===== config.mk =====
export PLATFORM = sky130hd
export DESIGN_NAME = ring_job_arbiter
export DESIGN_NICKNAME = d
export VERILOG_FILES = /design/src/rtl/ring_job_arbiter.sv
export SDC_FILE = /design/constraint.sdc
export NUM_CORES = 1
export LEC_CHECK = 0
export BUFFER_PORTS_ARGS = -buffer_cell sky130_fd_sc_hd__buf_2
export CAP_MARGIN = 20
export CORE_AREA = 2 2 156 158
export DETAILED_ROUTE_END_ITERATION = 16
export DIE_AREA = 0 0 158 160
export GPL_ROUTABILITY_DRIVEN = 0
export GPL_TIMING_DRIVEN = 0
export HOLD_SLACK_MARGIN = 0.06
export PLACE_DENSITY = 0.74
export SLEW_MARGIN = 25
export SYNTH_ARGS = -nofsm -noshare
export SYNTH_HDL_FRONTEND = slang
export SYNTH_SLANG_ARGS = --single-unit

===== constraint.sdc =====
create_clock -name clk -period 6 [get_ports clk]
set_input_delay 0.6 -clock clk [delete_from_list [all_inputs] [get_ports clk]]
set_output_delay 0.6 -clock clk [all_outputs]
set_load 0.02 [all_outputs]

===== src/rtl/ring_job_arbiter.sv =====
module ring_job_arbiter #(
  parameter int HI_RINGS = 8,
  parameter int LO_RINGS = 8,
  parameter int IDX_W    = 4,
  parameter int TASK_W   = 8,
  parameter int RPT_W    = 3,
  localparam int NR      = HI_RINGS + LO_RINGS,
  localparam int RING_W  = $clog2(NR),
  localparam int HP_W    = $clog2(HI_RINGS > 1 ? HI_RINGS : 2),
  localparam int LP_W    = $clog2(LO_RINGS > 1 ? LO_RINGS : 2)
) (
  input  logic                  clk,
  input  logic                  rst_n,
  input  logic [NR*IDX_W-1:0]   prod_idx_i,
  input  logic [NR*TASK_W-1:0]  desc_task_i,
  input  logic [NR*RPT_W-1:0]   desc_rpt_i,
  input  logic [NR-1:0]         irq_mode_i,
  input  logic                  pe_done_i,
  input  logic [NR-1:0]         stat_clr_i,
  output logic                  job_valid_o,
  output logic [RING_W-1:0]     job_ring_o,
  output logic [TASK_W-1:0]     job_task_o,
  output logic [RPT_W-1:0]      job_pass_o,
  output logic                  cmpl_valid_o,
  output logic [RING_W-1:0]     cmpl_ring_o,
  output logic [TASK_W-1:0]     cmpl_task_o,
  output logic [NR*IDX_W-1:0]   cons_idx_o,
  output logic [NR-1:0]         irq_pend_o,
  output logic                  irq_o,
  output logic [NR-1:0]         poll_done_o
);

  logic [IDX_W-1:0]  cons [NR];
  logic [NR-1:0]     req;
  logic [HP_W-1:0]   hi_ptr, hi_sel;
  logic [LP_W-1:0]   lo_ptr, lo_sel;
  logic              hi_hit, lo_hit;
  logic              busy, mode_q, grant, last_done;
  logic [RING_W-1:0] ring_q, gnt_ring;
  logic [TASK_W-1:0] task_q;
  logic [RPT_W-1:0]  rpt_q, pass_q;
  logic [NR-1:0]     set_vec, irq_q, poll_q;

  always_comb begin
    for (int i = 0; i < NR; i++) req[i] = prod_idx_i[i*IDX_W +: IDX_W] != cons[i];
  end

  for (genvar g = 0; g < NR; g++) begin : g_cons_out
    assign cons_idx_o[g*IDX_W +: IDX_W] = cons[g];
  end

  always_comb begin
    hi_hit = 1'b0;
    hi_sel = '0;
    for (int k = HI_RINGS - 1; k >= 0; k--) begin
      if (req[(int'(hi_ptr) + k) % HI_RINGS]) begin
        hi_hit = 1'b1;
        hi_sel = HP_W'((int'(hi_ptr) + k) % HI_RINGS);
      end
    end
  end

  always_comb begin
    lo_hit = 1'b0;
    lo_sel = '0;
    for (int k = LO_RINGS - 1; k >= 0; k--) begin
      if (req[HI_RINGS + (int'(lo_ptr) + k) % LO_RINGS]) begin
        lo_hit = 1'b1;
        lo_sel = LP_W'((int'(lo_ptr) + k) % LO_RINGS);
      end
    end
  end

  assign grant     = !busy && (hi_hit || lo_hit);
  assign gnt_ring  = hi_hit ? RING_W'(hi_sel) : RING_W'(HI_RINGS + int'(lo_sel));
  assign last_done = busy && pe_done_i && (pass_q == rpt_q);

  always_comb begin
    set_vec = '0;
    if (last_done) set_vec[ring_q] = 1'b1;
  end

  always_ff @(posedge clk) begin
    if (!rst_n) begin
      busy         <= 1'b0;
      ring_q       <= '0;
      task_q       <= '0;
      rpt_q        <= '0;
      pass_q       <= '0;
      mode_q       <= 1'b0;
      hi_ptr       <= '0;
      lo_ptr       <= '0;
      cmpl_valid_o <= 1'b0;
      irq_q        <= '0;
      poll_q       <= '0;
      for (int i = 0; i < NR; i++) cons[i] <= '0;
    end else begin
      cmpl_valid_o <= last_done;
      irq_q        <= (irq_q  & ~stat_clr_i) | (mode_q ? set_vec : '0);
      poll_q       <= (poll_q & ~stat_clr_i) | (mode_q ? '0 : set_vec);
      if (grant) begin
        busy   <= 1'b1;
        ring_q <= gnt_ring;
        task_q <= desc_task_i[gnt_ring*TASK_W +: TASK_W];
        rpt_q  <= desc_rpt_i[gnt_ring*RPT_W +: RPT_W];
        mode_q <= irq_mode_i[gnt_ring];
        pass_q <= '0;
        if (hi_hit) hi_ptr <= (int'(hi_sel) == HI_RINGS - 1) ? '0 : hi_sel + 1'b1;
        else        lo_ptr <= (int'(lo_sel) == LO_RINGS - 1) ? '0 : lo_sel + 1'b1;
      end else if (last_done) begin
        busy         <= 1'b0;
        cons[ring_q] <= cons[ring_q] + 1'b1;
      end else if (busy && pe_done_i) begin
        pass_q <= pass_q + 1'b1;
      end
    end
  end

  assign job_valid_o = busy;
  assign job_ring_o  = ring_q;
  assign job_task_o  = task_q;
  assign job_pass_o  = pass_q;
  assign cmpl_ring_o = ring_q;
  assign cmpl_task_o = task_q;
  assign irq_pend_o  = irq_q;
  assign poll_done_o = poll_q;
  assign irq_o       = |irq_q;

endmodule


# ---- Word level (Yosys, flattened, before mapping)
# Memories as Yosys holds them, arrays and structs flattened. A register that Yosys moved wholly into a read port is not among the register bits.
# Index checks and enable logic that the tools add are counted.
dict set report classes {
  add_sub_neg 27
  mul 1
  magnitude_cmp 19
  n_eq_ne 19
  n_shift 2
  mux 101
  bitwise_logic 22
  reduce_logical 27
}
# op count
set ops {}
lappend ops {{128-bit by 8-bit indexed part select with 8-bit output} 1}
lappend ops {{1-bit binary-select mux with 4-bit select} 16}
lappend ops {{4-bit inequality test} 16}
lappend ops {{1-bit 2-to-1 mux} 57}
lappend ops {{3-bit 2-to-1 mux} 18}
lappend ops {{16-bit 2-to-1 mux} 3}
lappend ops {{48-bit by 7-bit indexed part select with 3-bit output} 1}
lappend ops {{5-bit by 4-bit adder with 6-bit output, first input constant} 7}
lappend ops {{4-bit by 6-bit < comparator with 1-bit output, second input constant} 7}
lappend ops {{6-bit < comparator, second input constant} 7}
lappend ops {{3-bit OR reduction} 14}
lappend ops {{16-bit AND} 2}
lappend ops {{16-bit OR} 2}
lappend ops {{3-bit adder, second input constant} 8}
lappend ops {{4-bit 2-to-1 mux} 5}
lappend ops {{16-bit NOT} 1}
lappend ops {{16-bit OR reduction} 1}
lappend ops {{3-bit by 1-bit adder with 3-bit output, second input constant} 5}
lappend ops {{1-bit AND, first input constant} 14}
lappend ops {{3-bit by 2-bit adder with 3-bit output, second input constant} 4}
lappend ops {{4-bit by 5-bit < comparator with 1-bit output, second input constant} 2}
lappend ops {{3-bit by 1-bit equality test with 1-bit output, second input constant} 2}
lappend ops {{4-bit by 2-bit multiplier with 6-bit output, second input constant} 1}
lappend ops {{2-bit AND reduction} 3}
lappend ops {{other kinds (16)} 21}
dict set report word_totals {
  regBits 59
  ramBits 64
  inputBits 275
  wordCells 230
  n_memories 1
}
# name depth width read_ports rd_clocked_by_memory_dff write_ports line
set mem_list {}
lappend mem_list {cons 16 4 17 1 16 33} ;# logic [IDX_W-1:0] cons [NR];

# ---- Logic depth before layout (Yosys ltp)
dict set report logic_depth {
  depth_word 22
  depth_mapped 20
}

# ---- Worst setup path before layout
# No wires, ideal clock.
dict set report synth_path {
  path_type {reg-to-reg}
  start {register lo_ptr[0]}
  end {register task_q[4] (netlist: cmpl_task_o[4])}
  arrival_ps 4318
  required_ps 5866
  path_slack_ps 1548
  stages_incl_launch_ff 19
  period_less_slack_ps 4452
  cell_sequence {dfxtp_1 buf_2 clkinv_1 buf_1 ha_1 clkbuf_1 nand2b_1 o22ai_1 or3_1 a311oi_1 a2111oi_4 a221oi_2 a21o_1 buf_6 buf_6 mux2i_1 nor2_1 a211o_1 or4_1}
}
dict set report synth_via {
  elab_chain_len 18
  elab_cells_between_ends 74
  classes_between {add/sub (16); shift (1); mux (41); bitwise (7); reduce/logical (9)}
}
# item line
set synth_rtl {}
lappend synth_rtl {{start: declaration} 36} ;# logic [LP_W-1:0] lo_ptr, lo_sel;
lappend synth_rtl {{start signal: assignment} 109} ;# else lo_ptr <= (int'(lo_sel) == LO_RINGS - 1) ? '0 : lo_sel + 1'b1;
lappend synth_rtl {{3-bit adder} {67, 69}}
lappend synth_rtl {{3-bit OR reduction (no source line)} --}
lappend synth_rtl {{1-bit AND (no source line)} --}
lappend synth_rtl {{5-bit by 4-bit adder with 6-bit output} 67} ;# if (req[HI_RINGS + (int'(lo_ptr) + k) % LO_RINGS]) begin
lappend synth_rtl {{1-bit binary-select mux with 4-bit select} 67}
lappend synth_rtl {{1-bit 2-to-1 mux (implied by the code) (2 in series)} 67}
lappend synth_rtl {{3-bit 2-to-1 mux (8 in series)} 67}
lappend synth_rtl {{4-bit by 3-bit adder with 4-bit output} 75} ;# assign gnt_ring = hi_hit ? RING_W'(hi_sel) : RING_W'(HI_RINGS + int'(lo_sel));
lappend synth_rtl {{4-bit 2-to-1 mux} 75}
lappend synth_rtl {{128-bit by 8-bit indexed part select with 8-bit output} 104} ;# task_q <= desc_task_i[gnt_ring*TASK_W +: TASK_W];
lappend synth_rtl {{end signal: assignment} 104}
lappend synth_rtl {{end: declaration} 40} ;# logic [TASK_W-1:0] task_q;
# Several ways; a longest one is shown, not always the timed one. The select of a mux whose other input is x is not followed.
# A chain may end at the register's enable or synchronous reset.

# ---- Worst setup path in the final report
dict set report layout_path {
  start {register lo_ptr[0]}
  end {register task_q[5] (netlist: cmpl_task_o[5])}
}
# The elaborated chain is that of the path after synthesis.

==> flow_summary_export.csv <==
group,metric,value,unit
run_status,status,"completed",
detailed_routing,drtIter0Drc,980,
global_routing,grt_pass1_wl,54.3,mm
logic_synthesis,synthCells,1012,
worst_hold_path,hold_class,"reg2reg",
logic_synthesis,synth_top_area_share,19.6,%
setup_path,ff2ff_setup_slack,530,ps
placement,hpwl,30.1,mm
logic_synthesis,async_flop_share,0,%
final_layout,layout-drive-gt1-share,37.3,%
final_layout,fin_cells,1768,
timing,hold_viol,0,
clock_tree,cts_made_buffers,17,
clock_tree,cts-root-buf,"clkbuf_16",
timing,finalCritPeriodShare,91.1,%
clock_tree,cts_setup_buffers,0,
timing,relSlewSlack,38.1,%
clock_tree,cts_tree,"done",
logic_synthesis,synth_edf_count,64,
die,core_area,23800,um^2
setup_path,path_class,"reg2reg",
detailed_routing,drtPass1Iterations,5,
setup_path,r2r_cells,17,
clock_tree,clk_pin_slew,60,ps
timing,slew_violations,0,
clock_tree,clock_path_buffers,2,
placement,placed_cells,1736,
timing,max_freq,183,MHz
die,rows,57,
timing,tightest_slew,921,ps
final_layout,fillers,2216,
clock_tree,clock-sinks,127,
global_routing,grt_max_degree,17,
logic_synthesis,synth.cell_area,9790,um^2
timing,clock_skew,13.9,ps
die,die_w,158,um
pwr,peakVddDrop,224,uV
logic_synthesis,seq_area_frac_synth,32.5,%
logic_synthesis,ys_warn_count,0,
pwr,intPower,2.33,mW
logic_synthesis,ys_ff_latch,127,
timing,rsz0062_at_grt,"no",
clock_tree,cts_resized,0,
detailed_routing,viasPerCell,5.76,
logic_synthesis,synth_area_leader_cell,"edfxtp_1",
worst_hold_path,holdPathEnd,"poll_done_o[12]$_SDFF_PN0_",
detailed_routing,wl_per_cell,21.1,um
pwr,switchingPower,1.57,mW
setup_path,reg2reg_from,"lo_ptr[0]$_SDFFE_PN0P_",
global_routing,gr-total-overflow,0,
pwr,swShare,40.3,%
logic_synthesis,ys_top_cells_by_area,"edfxtp_1 20%, dfxtp_1 13%, mux2i_1 13%",
timing,fin_crit,5470,ps
pwr,seqPwrFrac,27.7,%
clock_tree,clock_latency,420,ps
logic_synthesis,synth-main-ff-cell,"edfxtp_1",
logic_synthesis,synth_nets,1297,
setup_path,required,6370,ps
detailed_routing,ant_nets,0,
final_layout,num_antenna_cells,0,
pwr,power_frac_clock,25.1,%
detailed_routing,route.detailed.drc,0,
worst_hold_path,hold_depth,2,
placement,io_buffers,400,
timing,fin_setup_tns,0,ps
setup_path,r2r-end,"cmpl_task_o[5]$_SDFFE_PN0N_",
detailed_routing,drt-total-wl,37.3,mm
global_routing,grt_pass1_vias,9455,
timing,setup_slack,532,ps
clock_tree,ctsHoldBuffers,0,
global_routing,grt_usage,28.3,%
logic_synthesis,yosysUniqueCellTypes,76,
pwr,comb_power_share,47.2,%
final_layout,area_growth,30.4,%
pwr,cellPowerDensity,306,nW/um^2
worst_hold_path,min_from,"poll_done_o[12]$_SDFF_PN0_",
timing,setup_viol,0,
die,start_util,41.1,%
die,die_h,160,um
global_routing,antenna_found_initial,1,
setup_path,crit_path_start_kind,"register",
setup_path,crit_path_end_kind,"register",
die,dieArea,25300,um^2
pwr,p_leak,5.44,nW
final_layout,nets,1716,
setup_path,crit_fanout,10,
placement,detailedPlace.worstSlack,605,ps
clock_tree,cts_max_level,4,
logic_synthesis,syn_area_per_cell,9.67,um^2
die,ios,401,
job,max-cap-violations,0,
setup_path,cp_data_arrival_time,5830,ps
detailed_routing,route.vias.total,10200,
==> sequential cells by signal (all words and copies together) (netlist names), 3 cells and up, named ones only <==
signal and flops:
job_pass_o 3, cons 64, hi_ptr 3, cmpl_task_o 8, cmpl_ring_o 4, poll_done_o 16, lo_ptr 3, rpt_q 3
irq_pend_o 16
==> routing by layer <==
layer / wire length, um / global-route usage, % / vias up
met5: 20 / 0 / -
met4: 789 / 7.17 / 2
met3: 3920 / 6.76 / 61
met2: 16800 / 43.7 / 656
met1: 15700 / 40.0 / 4817
li1: - / - / 4650
==> worst max-delay path, cell delays in order (launching register included) <==
cell,delay (ps)
dfxtp_1,330
buf_2,240
clkinv_1,260
buf_1,350
ha_1,380
clkbuf_1,230
or2_2,370
o22ai_1,290
or3_1,170
clkbuf_1,250
nand4b_1,180
or4_1,630
o21bai_1,530
and2_1,320
clkbuf_1,470
a2bb2oi_1,140
o211ai_1,130
or4_1,140
==> layout make-up <==
| class | instances | area [um^2] | share of cell area [%] |
|---|---|---|---|
| clock buffers | 20 | 467 | 3.66 |
| plain buffers | 73 | 405 | 3.18 |
| well taps | 324 | 405 | 3.18 |
| flip-flops and latches | 127 | 3180 | 24.9 |
| inverters | 14 | 52.6 | 0.412 |
| clock inverters | 12 | 95.1 | 0.745 |
| repair buffers | 400 | 2000 | 15.7 |
| multi-input cells | 798 | 6160 | 48.2 |
==> logic make-up after synthesis <==
logic type / Yosys count / synth area share [%]
compound gates: 183 / 12.3
xor+xnor: 80 / 7.16
fa+ha+maj: 10 / 1.28
buf+inv: 87 / 4.68
flops: 127 / 32.5
mux: 185 / 25.3
simple gates: 340 / 16.7
==> power groups by stage <==
| stage | Clock [mW] | Combinational (mW) | Sequential (mW) |
|---|---|---|---|
| after floorplan | 0 | 1.24 | 1.12 |
| after global placement | 0 | 1.79 | 1.09 |
| after detailed placement | 0 | 1.80 | 1.10 |
| after CTS | 0.989 | 1.81 | 1.08 |
| after global routing | 1.02 | 1.94 | 1.09 |
| final | 0.980 | 1.84 | 1.08 |
==> cell usage in the layout, fill, tap and decap left out, types with 6 or more instances in the layout <==
cell type  Yosys  final
clkbuf_16      0     17
xor2_1        26     26
nor2_1       131    131
inv_6          0      6
mux4_2        43     43
nand2b_1       6      6
clkbuf_1      33     33
nand4_1       25     25
a21oi_1       26     26
nor4_1        10      9
buf_4         20     20
xnor2_1       54     54
mux2i_1      126    126
a2bb2oi_1      6      6
buf_1          7      7
or4_1         11     11
mux2_2         8      8
o21ai_0       60     60
nor3_1        14     14
o22ai_1       27     27
dfxtp_1       63     63
ha_1          10     10
inv_1         11     11
edfxtp_1      64     64
buf_2          8    408
and4_1        12     12
nand2_1       79     79
nor2b_1        7      7
nand3_1       17     17
==> metrics by stage <==
stage	power [mW]	hold slack (ps)	util [%]	cell area, um^2
4_1_cts	3.88	443	53.6	12800
6_report	3.90	453	53.6	12800
5_1_grt	4.05	458	53.6	12800
3_5_place_dp	2.90	443	51.2	12200
3_3_place_gp	2.89	433	51.2	12200
2_1_floorplan	2.35	445	-	9790
==> cells in the mapped netlist (4+ instances only) <==
cell type / count
a211oi_1: 5
a21o_1: 4
a21oi_1: 26
a2bb2oi_1: 6
a31oi_1: 4
a32oi_1: 4
and2_1: 4
and4_1: 12
buf_1: 7
buf_2: 8
buf_4: 20
buf_6: 4
clkbuf_1: 33
dfxtp_1: 63
edfxtp_1: 64
ha_1: 10
inv_1: 11
mux2_2: 8
mux2_4: 4
mux2i_1: 126
mux4_2: 43
nand2_1: 79
nand2b_1: 6
nand3_1: 17
nand4_1: 25
nor2_1: 131
nor2b_1: 7
nor3_1: 14
nor4_1: 10
o211ai_1: 5
o21ai_0: 60
o22ai_1: 27
o31ai_1: 5
or2_2: 5
or3_1: 5
or4_1: 11
xnor2_1: 54
xor2_1: 26
==> worst max path at each step <==
stage | startpoint | end | slack, ps
after global routing | lo_ptr[0]$_SDFFE_PN0P_ | cmpl_task_o[5]$_SDFFE_PN0N_ | 210
after CTS | lo_ptr[0]$_SDFFE_PN0P_ | cmpl_task_o[5]$_SDFFE_PN0N_ | 580
after detailed placement | lo_ptr[0]$_SDFFE_PN0P_ | cmpl_task_o[5]$_SDFFE_PN0N_ | 610
after global placement | lo_ptr[0]$_SDFFE_PN0P_ | cmpl_task_o[5]$_SDFFE_PN0N_ | 670
after floorplan | lo_ptr[0]$_SDFFE_PN0P_ | cmpl_task_o[4]$_SDFFE_PN0N_ | 1550
final | lo_ptr[0]$_SDFFE_PN0P_ | cmpl_task_o[5]$_SDFFE_PN0N_ | 530
Note: power is estimated with default switching activity, not from simulation.
